### src/rtl/vac_pkg.sv
package vac_pkg;

  typedef enum logic [1:0] {
    ACC_FETCH = 2'd0,
    ACC_LOAD  = 2'd1,
    ACC_STORE = 2'd2
  } accKind_e;

  typedef enum logic [2:0] {
    CZ_NONE        = 3'd0,
    CZ_SUPER_FETCH = 3'd1,
    CZ_SUPER_DATA  = 3'd2,
    CZ_PERM_READ   = 3'd3,
    CZ_PERM_WRITE  = 3'd4,
    CZ_PERM_EXEC   = 3'd5,
    CZ_MISS_FETCH  = 3'd6,
    CZ_MISS_DATA   = 3'd7
  } cause_e;

  // strobes from the decision logic to the result registers
  typedef struct packed {
    logic   done;      // a request was sampled
    logic   pass;      // access succeeds
    logic   useXlate;  // take the translated page, not the identity page
    logic   raise;     // record a fault (never for probes)
    logic   dataAcc;   // load or store
    cause_e cause;     // cause to report, CZ_NONE unless raising
  } vacStrobe_t;

endpackage

### src/rtl/vac_ctrl.sv
module vac_ctrl
  import vac_pkg::*;
#(
  parameter int unsigned          ADDR_W     = 32,
  parameter bit                   MMU_EN     = 1'b1,
  parameter logic [ADDR_W-1:0]    SUPER_BASE = 32'hC000_0000,
  parameter logic [ADDR_W-1:0]    USER_LIMIT = 32'h8000_0000
) (
  input  logic              reqValid,
  input  logic [ADDR_W-1:0] reqAddr,
  input  logic [1:0]        reqKind,
  input  logic              reqUser,
  input  logic              reqProbe,
  input  logic              lkHit,
  input  logic              lkRead,
  input  logic              lkWrite,
  input  logic              lkExec,
  output vacStrobe_t        stb
);

  accKind_e kind;
  logic     isFetch;
  logic     permOk;
  logic     bypassWin;
  logic     userForbid;
  logic     pass;
  logic     viaLookup;
  cause_e   why;

  assign kind    = accKind_e'(reqKind);
  assign isFetch = (kind == ACC_FETCH);

  // pick the permission bit the access kind needs; unused code 3 reads as a load
  always_comb begin
    unique case (kind)
      ACC_FETCH: permOk = lkExec;
      ACC_STORE: permOk = lkWrite;
      default:   permOk = lkRead;
    endcase
  end

  assign bypassWin  = !reqUser && (reqAddr >= SUPER_BASE);
  assign userForbid =  reqUser && (reqAddr >= USER_LIMIT);

  // ordered decision: window rules first, then lookup outcome
  always_comb begin
    pass      = 1'b0;
    viaLookup = 1'b0;
    why       = CZ_NONE;
    if (!MMU_EN) begin
      pass = 1'b1;
    end else if (bypassWin) begin
      pass = 1'b1;
    end else if (userForbid) begin
      why = isFetch ? CZ_SUPER_FETCH : CZ_SUPER_DATA;
    end else if (lkHit && permOk) begin
      pass      = 1'b1;
      viaLookup = 1'b1;
    end else if (lkHit) begin
      unique case (kind)
        ACC_FETCH: why = CZ_PERM_EXEC;
        ACC_STORE: why = CZ_PERM_WRITE;
        default:   why = CZ_PERM_READ;
      endcase
    end else begin
      why = isFetch ? CZ_MISS_FETCH : CZ_MISS_DATA;
    end
  end

  always_comb begin
    stb.done     = reqValid;
    stb.pass     = pass;
    stb.useXlate = viaLookup;
    stb.raise    = reqValid && !pass && !reqProbe;
    stb.dataAcc  = !isFetch;
    stb.cause    = (reqValid && !pass && !reqProbe) ? why : CZ_NONE;
  end

endmodule

### src/rtl/vac_dpath.sv
module vac_dpath
  import vac_pkg::*;
#(
  parameter int unsigned ADDR_W    = 32,
  parameter int unsigned PAGE_BITS = 12
) (
  input  logic              clk,
  input  logic              rstN,
  input  vacStrobe_t        stb,
  input  logic [ADDR_W-1:0] reqAddr,
  input  logic [ADDR_W-1:0] lkPhysBase,
  input  logic [ADDR_W-1:0] lkVirtBase,
  output logic              doneQ,
  output logic              okQ,
  output logic              faultQ,
  output logic [2:0]        causeQ,
  output logic [ADDR_W-1:0] physQ,
  output logic [ADDR_W-1:0] badQ,
  output logic              dataQ,
  output logic [ADDR_W-PAGE_BITS-1:0] vpnQ
);

  localparam int unsigned VPN_W = ADDR_W - PAGE_BITS;
  localparam logic [ADDR_W-1:0] PAGE_MASK = {{VPN_W{1'b1}}, {PAGE_BITS{1'b0}}};

  logic [ADDR_W-1:0] pageAddr;
  logic [ADDR_W-1:0] xlatePage;
  logic [ADDR_W-1:0] nextPhys;

  assign pageAddr  = reqAddr & PAGE_MASK;
  assign xlatePage = (lkPhysBase + (pageAddr - lkVirtBase)) & PAGE_MASK;
  assign nextPhys  = stb.useXlate ? xlatePage : pageAddr;

  always_ff @(posedge clk) begin
    if (!rstN) begin
      doneQ  <= 1'b0;
      okQ    <= 1'b0;
      faultQ <= 1'b0;
      causeQ <= '0;
      physQ  <= '0;
      badQ   <= '0;
      dataQ  <= 1'b0;
      vpnQ   <= '0;
    end else begin
      doneQ  <= stb.done;
      okQ    <= stb.done && stb.pass;
      faultQ <= stb.raise;
      if (stb.done) causeQ <= stb.cause;
      if (stb.done && stb.pass) physQ <= nextPhys;
      if (stb.raise) begin
        badQ  <= reqAddr;
        dataQ <= stb.dataAcc;
        vpnQ  <= reqAddr[ADDR_W-1:PAGE_BITS];
      end
    end
  end

  // the strobe follows the request by exactly one cycle
  p_done_follows_r2: assert property (@(posedge clk) disable iff (!rstN)
    stb.done |=> doneQ);
  p_no_stray_done_r2: assert property (@(posedge clk) disable iff (!rstN)
    !stb.done |=> !doneQ);
  // outcomes are exclusive, and a fault always carries a cause
  p_ok_xor_fault_r11: assert property (@(posedge clk) disable iff (!rstN)
    !(okQ && faultQ));
  p_cause_set_r7: assert property (@(posedge clk) disable iff (!rstN)
    faultQ |-> (causeQ != 3'd0));
  // stored fault values change only when a fault is raised
  p_hold_bad_r9: assert property (@(posedge clk) disable iff (!rstN)
    !stb.raise |=> $stable(badQ) && $stable(vpnQ) && $stable(dataQ));

endmodule

### src/rtl/vaccess_check.sv
module vaccess_check
  import vac_pkg::*;
#(
  parameter bit MMU_EN = 1'b1
) (
  input  logic        clk,
  input  logic        rstN,
  input  logic        reqValid,
  input  logic [31:0] reqAddr,
  input  logic [1:0]  reqKind,
  input  logic        reqUser,
  input  logic        reqProbe,
  input  logic        lkHit,
  input  logic [31:0] lkPhysBase,
  input  logic [31:0] lkVirtBase,
  input  logic        lkRead,
  input  logic        lkWrite,
  input  logic        lkExec,
  output logic        doneValid,
  output logic        okOut,
  output logic [31:0] physAddr,
  output logic        faultValid,
  output logic [2:0]  faultCause,
  output logic [31:0] badAddr,
  output logic        dataSide,
  output logic [19:0] faultVpn
);

  localparam int unsigned ADDR_W    = 32;
  localparam int unsigned PAGE_BITS = 12;

  vacStrobe_t stb;

  vac_ctrl #(
    .ADDR_W(ADDR_W), .MMU_EN(MMU_EN),
    .SUPER_BASE(32'hC000_0000), .USER_LIMIT(32'h8000_0000)
  ) u_ctrl (
    .reqValid(reqValid), .reqAddr(reqAddr), .reqKind(reqKind),
    .reqUser(reqUser), .reqProbe(reqProbe), .lkHit(lkHit),
    .lkRead(lkRead), .lkWrite(lkWrite), .lkExec(lkExec), .stb(stb)
  );

  vac_dpath #(.ADDR_W(ADDR_W), .PAGE_BITS(PAGE_BITS)) u_dpath (
    .clk(clk), .rstN(rstN), .stb(stb), .reqAddr(reqAddr),
    .lkPhysBase(lkPhysBase), .lkVirtBase(lkVirtBase),
    .doneQ(doneValid), .okQ(okOut), .faultQ(faultValid), .causeQ(faultCause),
    .physQ(physAddr), .badQ(badAddr), .dataQ(dataSide), .vpnQ(faultVpn)
  );

  // a probe never raises a fault
  p_probe_quiet_r10: assert property (@(posedge clk) disable iff (!rstN)
    (reqValid && reqProbe) |=> !faultValid);

  generate
    if (MMU_EN) begin : g_win
      // supervisor top window is identity mapped
      p_bypass_r4: assert property (@(posedge clk) disable iff (!rstN)
        (reqValid && !reqUser && reqAddr[31:30] == 2'b11)
          |=> okOut && physAddr == {$past(reqAddr[31:12]), 12'h000});
      // user upper half never succeeds
      p_user_forbid_r5: assert property (@(posedge clk) disable iff (!rstN)
        (reqValid && reqUser && reqAddr[31]) |=> !okOut);
    end else begin : g_flat
      // without translation every access succeeds
      p_flat_ok_r3: assert property (@(posedge clk) disable iff (!rstN)
        reqValid |=> okOut && !faultValid);
    end
  endgenerate

endmodule

### config.mk
export PLATFORM = sky130hd
export DESIGN_NAME = vaccess_check
export DESIGN_NICKNAME = d
export VERILOG_FILES = /design/src/rtl/vac_pkg.sv /design/src/rtl/vac_ctrl.sv /design/src/rtl/vac_dpath.sv /design/src/rtl/vaccess_check.sv
export SDC_FILE = /design/constraint.sdc
export NUM_CORES = 1
export LEC_CHECK = 0
export ABC_AREA = 1
export CORE_MARGIN = 4
export CORE_UTILIZATION = 44
export CTS_CLUSTER_SIZE = 30
export DETAILED_ROUTE_END_ITERATION = 10
export PLACE_DENSITY = 0.79
export REMOVE_ABC_BUFFERS = 1
export SLEW_MARGIN = 20
export SYNTH_ARGS = -nofsm -noshare
export SYNTH_HDL_FRONTEND = slang
export SYNTH_SLANG_ARGS = --single-unit
### constraint.sdc
create_clock -name clk -period 4.9 [get_ports clk]
set_input_delay 0.49 -clock clk [delete_from_list [all_inputs] [get_ports clk]]
set_output_delay 0.49 -clock clk [all_outputs]
set_load 0.02 [all_outputs]
==> summary.txt, run 1 <==
Layout
  • Multi-input logic area: 3270 um^2
  • Share of layout cells above drive strength 1: 3.53%
  • Most frequent cells in the layout: nand2_1, inv_1, clkdlybuf4s50_1, a21oi_1, dfxtp_1
  • Area Overhead vs Synth: 38.1%
  • Fill count: between 1,000 and 1,500
  • Final Cell Area: 7620 um^2
  • Register Area: about 1200 um^2
  • Fin nets: approximately 1,200
  • Antenna Cells: 0
  • Most common cell after layout, fill and taps aside: nand2_1

Critical path
  • CP Max Fanout: 5
  • Critical path type: input pin to flop
  • Worst EP required: 5.15 ns
  • Crit path DAT: between 3 and 4 ns
  • Startpoint Class: input pin
  • CP endpoint kind: flop

CTS
  • Clock-pin transition on the worst setup and hold timing paths: 0.05 ns
  • Post CTS Setup Buffer Count: 0
  • # H-tree levels: 3
  • TritonCTS buffer count: 9
  • Clock sink count: 59
  • CTS tree: built
  • Cts hold-fix bufs: 0
  • Clock tree buffer depth: 2
  • Cts repair resizes: 0
  • Clk root buf: clkbuf_16
  • Clock insertion delay at the later pin of the skew report: between 0.3 and 0.4 ns

Logic synthesis
  • Top post-synthesis cells by area: dfxtp_1, nand2_1, inv_1, ha_1, a21oi_1
  • Top-area cell type share of the netlist area: a little over a fifth
  • Register area share after synthesis: between 20% and 30%
  • #FFs+latches synth: 59
  • Syn Inst Count: approximately 880
  • Mapped Area: 5520 um^2
  • Avg Synthesized Cell Area: ~6.2 um^2
  • Post-synth cell types: 38
  • Dominant cell type by area after synthesis: dfxtp_1
  • Synth Warn #: 0

Power and ir drop
  • Pwr dens: 278 nW/um^2
  • Clock share of power: 35.5%
  • Maximum vdd ir drop: approximately 0.15 mV
  • Psw: around 0.76 mW
  • Sw Ratio: around 36%
  • Lkg Pwr: around 3.9 nW
  • Int Power: ~1.4 mW
  • Flop pwr share: 24.8%
  • Total power: 2.12 mW
  • Combinational share of power: about two fifths

Floorplan
  • Die area: between 10,000 and 15,000 um^2
  • Site Rows: 40
  • Core area: 12,200 um^2
  • Initial core utilization: between 40% and 50%
  • Die extent in x: between 100 and 150 um
  • Die height: 120 um
  • Num ports: approximately 200

Placement
  • Area after DPL: just over 7000 um^2
  • GP Congestion: between 0.9 and 1
  • Post-DP HPWL: 13.1 mm
  • Port buffer count: 185

Timing
  • Clk_skew: 0 ns
  • Max-slew headroom: between 30% and 40%
  • Fin Hold WS: 0.464 ns
  • # setup viols final: 0
  • Least-Margin Pin Slew: ~1.0 ns
  • Max Fclk: 328 MHz
  • Minimum clock period: just over 3 ns
  • RSZ-0062 raised after global routing: no
  • Post-route setup TNS: 0 ns
  • Slew Viols, Final: 0
  • Period utilization: 62.2%
  • Final hold viol count: 0

GRT
  • First-pass GRT wire length: between 20 and 30 mm
  • Vias in the first global route: about 5,400
  • GRT Total Usage: 21.8%
  • Pin count of the biggest net entering global routing: 53
  • Initial antenna violation count: 0
  • Remaining Overflow, GRT: 0

Routing
  • Remaining DRCs: 0
  • Drt total wl: approximately 16 mm
  • Vias post-DR: approximately 5,700
  • Post-route antenna net violation count: 0
  • Post-DR vias/cell: between 4 and 5
  • Initial DRC count: 282
  • Avg WL per Cell: ~13 um
  • Drt pass-1 iters: 5

Worst hold path
  • Type of the worst min-delay path: flop to flop

Run
  • Max Cap Viol: 0

Status
  • Status: finished, final reports clean
==> synthesized netlist by cell type, drive strengths merged <==
library cell    n
a211oi          1
a21oi          94
a32o            1
and2            1
and3            1
buf            43
clkbuf          6
conb            1
dfxtp          59
fa             19
ha             40
inv           197
nand2         273
nand3          49
nand4           1
nor2           46
nor3            5
nor4            1
o211ai          3
o21ai          28
o21bai          7
o22ai           1
xnor2           2
xor2            4
==> through the flow <==
step                      cells  setup WS, ns  utilization, %
after global routing       1215          1.56            62.7
final                      1215          1.85            62.7
after detailed placement   1199          1.55            59.8
after floorplan             845          2.44               -
after CTS                  1215          1.86            62.7
after global placement     1199          1.48            59.8
==> layer usage <==
layer / vias up / GRT usage (%) / part of all wire (%)
met5: - / 0 / 0
li1: 2979 / - / -
met2: 203 / 35.7 / 46
met3: 19 / 4.34 / 7.0
met1: 2457 / 29.2 / 46
met4: 0 / 5.80 / 1.7
==> critical path: stages <==
cell	delay, ns
clkdlybuf4s50_1	0.45
inv_1	0.08
fa_1	0.53
inv_1	0.05
ha_1	0.37
nand2_1	0.14
nor2_1	0.26
inv_1	0.09
nor2_1	0.14
nand3_1	0.10
nand3_1	0.19
nor2_1	0.05
o21ai_0	0.16
nand2_1	0.08
a21oi_2	0.10
==> state kept, by name, summed over array words and instances (netlist names) <==
name	cells
u_dpath.doneQ	1
u_dpath.faultQ	1
u_dpath.physQ	20
u_dpath.causeQ	3
u_dpath.badQ	12
u_dpath.vpnQ	20
u_dpath.okQ	1
u_dpath.dataQ	1
==> kinds of logic after synthesis <==
family / share of synthesized area, %
flops: 21.4
simple gates: 28.3
xor+xnor: 0.952
other cells: 0.0680
compound gates: 13.2
fa+ha+maj: 16.0
buf+inv: 20.1
==> cell type report <==
class | count | share of cell area (%)
multi-input combinational | 589 | 42.9
timing repair buffer | 186 | 24.4
sequential | 59 | 15.5
inverter | 197 | 9.83
clock buffer | 10 | 3.14
tap | 168 | 2.76
clock inverter | 6 | 1.46
==> path summary, 6_finish.rpt <==
check                       start                end  slack [ns]  depth (start not counted)
hold / removal    u_dpath.badQ[6]    u_dpath.badQ[6]        0.46                          2
setup reg to reg  u_dpath.vpnQ[7]    u_dpath.vpnQ[7]        4.20                          2
setup / recovery      reqAddr[18]  u_dpath.physQ[19]        1.85                         15
hold reg to reg   u_dpath.badQ[6]    u_dpath.badQ[6]        0.46                          2
==> power groups by stage <==
| stage | Clock, mW | Sequential (mW) | Combinational [mW] |
|---|---|---|---|
| global placement | 0 | 0.534 | 0.829 |
| global route | 0.788 | 0.529 | 0.947 |
| detailed placement | 0 | 0.534 | 0.834 |
| finish | 0.752 | 0.525 | 0.841 |
| CTS | 0.764 | 0.525 | 0.839 |
| floorplan | 0 | 0.582 | 0.479 |
Note: power is estimated with default switching activity, not from simulation.
==> inputs of run 2 (changes only) <==
CORE_UTILIZATION = 42   (was 44)
clock period = 2.7 ns   (was 4.9 ns; I/O delays follow)
==> summary.txt, run 2 (synthesized netlist as in run 1, its figures left out) <==
CTS
  • Clock tree buffer depth: 2
  • # H-tree levels: 3
  • Clk root buf: clkbuf_16
  • TritonCTS buffer count: 9
  • Clock sink count: between 50 and 60
  • Clock-pin transition on the worst setup and hold timing paths: 0.06 ns
  • CTS tree: built
  • Clock insertion delay at the later pin of the skew report: 0.33 ns

Power and ir drop
  • Total power: roughly 4.0 mW
  • Maximum vdd ir drop: about 0.27 mV
  • Lkg Pwr: between 4 and 5 nW
  • Pwr dens: a little under 500 nW/um^2

Timing
  • # setup viols final: 0
  • Fin Hold WS: 0.463 ns
  • Final hold viol count: 0
  • Clk_skew: 0 ns
  • Period utilization: between 90% and 100%
  • Final worst setup slack: roughly 0.14 ns
  • Slew Viols, Final: 0
  • Max-slew headroom: about 64%
  • Least-Margin Pin Slew: about 0.54 ns
  • Minimum clock period: 2.56 ns
  • Max Fclk: around 390 MHz
  • Post-route setup TNS: 0 ns

Critical path
  • Reg2reg setup slack: slightly below 2 ns
  • Crit path DAT: 2.77 ns
  • Worst reg2reg startpoint: u_dpath.vpnQ[3]
  • CP Max Fanout: 4
  • Register-to-Register Path Depth: 2
  • Cell family with most CP delay: adder cells
  • CP Cell Sequence: clkdlybuf4s50_1 > inv_1 > fa_1 > inv_1 > ha_4 > nand2_1 > inv_1 > nand2_1 > nand3_1 > nand2_1 > nand2_1 > a21oi_1 > nand2_1 > nand2_1 > nand3_1 > nand2_1 > a21oi_2
  • Slowest cell on the critical path: fa_1
  • Buf/Inv on CP: 4
  • CP Depth: 17
  • R2R Path End: u_dpath.vpnQ[3]
  • Critical path type: input pin to flop
  • CP endpoint kind: flop
  • CP dominant cell by count: nand2_1
  • Startpoint Class: input pin
  • Worst stage delay on the critical path: ~0.55 ns
  • Worst EP required: between 2 and 3 ns

GRT
  • Vias in the first global route: approximately 5,700
  • Initial antenna violation count: 0
  • Remaining Overflow, GRT: 0
  • First-pass GRT wire length: ~26 mm
  • GRT Total Usage: 21.5%
  • Pin count of the biggest net entering global routing: 53

Worst hold path
  • Min-Delay Endpoint: u_dpath.physQ[30]
  • Hold path depth: 2
  • Hold path start: u_dpath.physQ[30]
  • Type of the worst min-delay path: flop to flop

Layout
  • Top Registers: u_dpath.physQ x20, u_dpath.vpnQ x20, u_dpath.badQ x12
  • Final Cell Area: around 8000 um^2
  • Area Overhead vs Synth: 48.3%
  • Fin nets: around 1,300
  • Most common cell after layout, fill and taps aside: nand2_1
  • Share of layout cells above drive strength 1: a little under an eighth
  • Antenna Cells: 0
  • Most frequent cells in the layout: nand2_1, inv_1, clkdlybuf4s50_1, a21oi_1, dfxtp_1

Floorplan
  • Die extent in x: 123 um
  • Num ports: 198
  • Site Rows: 41
  • Initial core utilization: a little over two fifths
  • Die height: 123 um
  • Die area: roughly 15,000 um^2
  • Core area: between 10,000 and 15,000 um^2

Routing
  • Post-DR vias/cell: approximately 4.7
  • Remaining DRCs: 0
  • Avg WL per Cell: 13.3 um
  • Post-route antenna net violation count: 0
  • Drt total wl: around 17 mm
  • Initial DRC count: about 380
  • Vias post-DR: ~5,900
  • Drt pass-1 iters: 4

Placement
  • Area after DPL: ~7600 um^2
  • GP Congestion: 0.905
  • Port buffer count: between 150 and 200
  • Place WS: -0.407 ns
  • Post-DP HPWL: around 13 mm

Status
  • Status: finished, final reports clean

Run
  • Max Cap Viol: 0
## run 2: layout make-up
class                   count  area, um^2
fillers                  1185        4540
multi-input cells         589        3480
repair buffers            236        2230
flip-flops and latches     59        1180
inverters                 197         749
clock buffers              10         239
well taps                 172         215
clock inverters             5        77.6
## run 2: power by group
| part | internal (mW) | leakage, nW | switching, mW | total, mW |
|---|---|---|---|---|
| Clock | 0.824 | 0.154 | 0.427 | 1.25 |
| Sequential | 0.923 | 0.482 | 0.0311 | 0.954 |
| Combinational | 0.812 | 3.45 | 1.00 | 1.81 |
## run 2: metrics by stage
| stage | std cells | utilization, % |
|---|---|---|
| final | 1268 | 64.3 |
| after global routing | 1268 | 64.3 |
| after CTS | 1266 | 62.5 |
| after detailed placement | 1251 | 60.0 |
| after global placement | 1251 | 60.0 |
| after floorplan | 845 | - |
## run 2: layer usage
layer / track usage [%] / wire length [um]
met1: 27.2 / 7270
met2: 36.9 / 8020
met3: 4.29 / 1270
met4: 6.58 / 306
met5: 0 / 0
## run 2: worst max path at each step
| stage | start | to | slack [ns] |
|---|---|---|---|
| floorplan | reqAddr[13] | u_dpath.physQ[30] | 0.46 |
| global placement | reqAddr[17] | u_dpath.physQ[19] | -0.45 |
| detailed placement | reqAddr[16] | u_dpath.physQ[19] | -0.41 |
| CTS | reqAddr[16] | u_dpath.physQ[19] | 0.005 |
| global route | reqAddr[14] | u_dpath.physQ[27] | -0.04 |
| finish | reqAddr[14] | u_dpath.physQ[28] | 0.14 |
## run 2: repair_timing
item,4_1_cts,5_1_grt
cloned,0,0
resized for setup,1,41
pin swaps,0,5
endpoints found under the setup margin,1,15
hold buffers,0,0
setup buffers,0,2
## run 2: worst reg2reg max path: cells and delay by family, from the launching register on
kind / cells / cell delay [ns]
AO/OA/AOI/OAI: 2 / 0.29
flip-flops: 1 / 0.32
==> inputs of run 3 (changes only) <==
ABC_AREA = default   (was 1)
CORE_UTILIZATION = 40   (was 42)
PLACE_DENSITY = 0.78   (was 0.79)
==> summary.txt, run 3 <==
Logic synthesis
  • Register area share after synthesis: between 20% and 30%
  • Top-area cell type share of the netlist area: 24.1%
  • Top post-synthesis cells by area: dfxtp_1, ha_1, fa_1, nand2_1, inv_1
  • Dominant cell type by area after synthesis: dfxtp_1
  • #FFs+latches synth: slightly below 60
  • Post-synthesis adder-cell area fraction: between 10% and 20%
  • Number of enable flip-flop cells after synthesis: 0
  • Mapped Area: between 4000 and 5000 um^2
  • Post-synth cell types: 73
  • Synth Warn #: 0
  • Most common cell in the synthesized netlist: nand2_1
  • Avg Synthesized Cell Area: about 8 um^2
  • Post-synthesis compound-gate area fraction: between 20% and 30%
  • Multiplexer share of the synthesized area: less than 1%
  • Post-synth ARST share: 0%
  • Top cells by count, synth: nand2_1, inv_1, dfxtp_1
  • Post-Synth XOR/XNOR Area: under 10%
  • Syn Inst Count: just over 600
  • Post-Synth Simple-Gate Area: roughly 16%
  • Largest family of logic cells by synthesized area: compound AO/OA/AOI/OAI gates
  • Post-synth top flop: dfxtp_1

CTS
  • # H-tree levels: 3
  • TritonCTS buffer count: 9
  • Clock insertion delay at the later pin of the skew report: 0.32 ns
  • CTS tree: built
  • Clock tree buffer depth: 2
  • Clk root buf: clkbuf_16
  • Clock-pin transition on the worst setup and hold timing paths: approximately 0.060 ns
  • Clock sink count: 59
  • Cts hold-fix bufs: 0

Timing
  • Period utilization: 97.7%
  • Max-slew headroom: between 50% and 60%
  • Minimum clock period: 2.64 ns
  • Slew Viols, Final: 0
  • Post-route setup TNS: 0 ns
  • Max Fclk: 379 MHz
  • Clk_skew: 0 ns
  • Final hold viol count: 0
  • Least-Margin Pin Slew: about 0.74 ns
  • # setup viols final: 0
  • RSZ-0062 raised after global routing: yes

Layout
  • Most frequent cells in the layout: clkdlybuf4s50_1, buf_4, nand2_1, inv_1, dfxtp_1
  • Register Area: between 1000 and 1500 um^2
  • Fin nets: between 1,000 and 1,500
  • Top Registers: u_dpath.physQ x20, u_dpath.vpnQ x20, u_dpath.badQ x12
  • Most common cell after layout, fill and taps aside: clkdlybuf4s50_1
  • Share of layout cells above drive strength 1: approximately 30%
  • Fill count: between 800 and 900
  • Multi-input logic area: 3820 um^2
  • Finished Core Util: ~70%
  • Antenna Cells: 0
  • Area Overhead vs Synth: 74.7%

Floorplan
  • Die extent in x: ~120 um
  • Site Rows: 40
  • Die height: roughly 120 um
  • Core area: about 12,000 um^2
  • Die area: 14,100 um^2
  • Num ports: 198
  • Initial core utilization: between 40% and 50%

GRT
  • GRT Total Usage: a little under a quarter
  • First-pass GRT wire length: around 26 mm
  • Pin count of the biggest net entering global routing: 38
  • Vias in the first global route: 5,517
  • Initial antenna violation count: 0
  • Remaining Overflow, GRT: 0

Critical path
  • CP Max Fanout: 3
  • Critical path type: input pin to flop
  • Crit path DAT: between 2 and 3 ns
  • Crit path launch: lkPhysBase[18]
  • Worst reg2reg startpoint: u_dpath.physQ[23]
  • CP endpoint kind: flop
  • Worst EP required: between 2 and 3 ns
  • Startpoint Class: input pin

Routing
  • Remaining DRCs: 0
  • Drt total wl: between 15 and 20 mm
  • Initial DRC count: roughly 330
  • Post-DR vias/cell: roughly 5.2
  • Vias post-DR: approximately 5,400
  • Drt pass-1 iters: 6
  • Avg WL per Cell: between 15 and 20 um
  • Post-route antenna net violation count: 0

Worst hold path
  • Type of the worst min-delay path: input pin to flop
  • Hold path start: reqAddr[21]

Placement
  • Post-DP HPWL: between 10 and 15 mm
  • GP Congestion: 0.932
  • Port buffer count: around 190

Power and ir drop
  • Pwr dens: 512 nW/um^2
  • Maximum vdd ir drop: ~0.35 mV
  • Total power: 4.39 mW
  • Lkg Pwr: around 3.8 nW

Run
  • Max Cap Viol: 0

Status
  • Status: finished, final reports clean
run 3: worst paths after layout:
kind,end,slack [ns],cells after the start
worst max-delay path,u_dpath.physQ[31],0.06,12
worst min-delay path,u_dpath.vpnQ[9],0.24,3
worst min register to register,u_dpath.badQ[1],0.45,2
worst max register to register,u_dpath.physQ[23],1.88,3
run 3: per-stage QoR:
stage | instances | hold slack (ns) | instance area, um^2 | worst slack, ns
2_1_floorplan | 576 | 0.379 | 4580 | 0.000575
3_3_place_gp | 1001 | 0.442 | 7330 | -0.674
3_5_place_dp | 1001 | 0.448 | 7330 | -0.757
4_1_cts | 1027 | 0.351 | 8080 | 0.00469
5_1_grt | 1033 | 0.283 | 8560 | -0.0348
6_report | 1033 | 0.244 | 8560 | 0.0622
run 3: area by class of cell:
| cell class | instances | share of cell area [%] |
|---|---|---|
| Multi-Input combinational cell | 425 | 44.7 |
| Timing Repair Buffer | 294 | 31.5 |
| Sequential cell | 59 | 13.8 |
| Inverter | 92 | 4.06 |
| Clock buffer | 9 | 2.63 |
| Tap cell | 147 | 2.15 |
| Clock inverter | 7 | 1.17 |
run 3: critical path, cell delays in order:
cell and delay (ns):
clkdlybuf4s50_1 0.47, inv_2 0.05, fa_1 0.51, inv_2 0.05
ha_4 0.26, buf_4 0.10, nand2_2 0.08, nor4_4 0.18
a211oi_2 0.14, o31a_1 0.35, nor4_2 0.32, nor3_2 0.06
run 3: what timing repair did:
action                                  in CTS  in global routing
resized for setup                           91                 99
endpoints found under the setup margin      17                 14
pin swaps                                   54                 60
cloned                                       0                  0
buffers inserted                            12                  7
run 3: kinds of logic after synthesis:
group                      after synthesis
and+or+nand+nor                        169
AOI/OAI and AO/OA                      165
DFF                                     59
buffers and inverters                  145
adders and majority gates               59
other                                    1
xor gates and xnor gates                18
muxes                                    2
run 3: per-layer routing:
metal  global-route usage, %  routed length [um]  vias to the layer above
met4                    7.02                 361                        0
met2                    40.0                8960                      234
met5                       0                   0                        -
met3                    4.69                1180                       36
met1                    27.1                6810                     2563
li1                        -                   -                     2572
run 3: where the power goes:
group	switching, mW	leakage (nW)	total, mW	internal (mW)
clock	0.442	0.160	1.26	0.814
combinational	1.05	3.12	2.17	1.12
sequential	0.0347	0.482	0.959	0.924
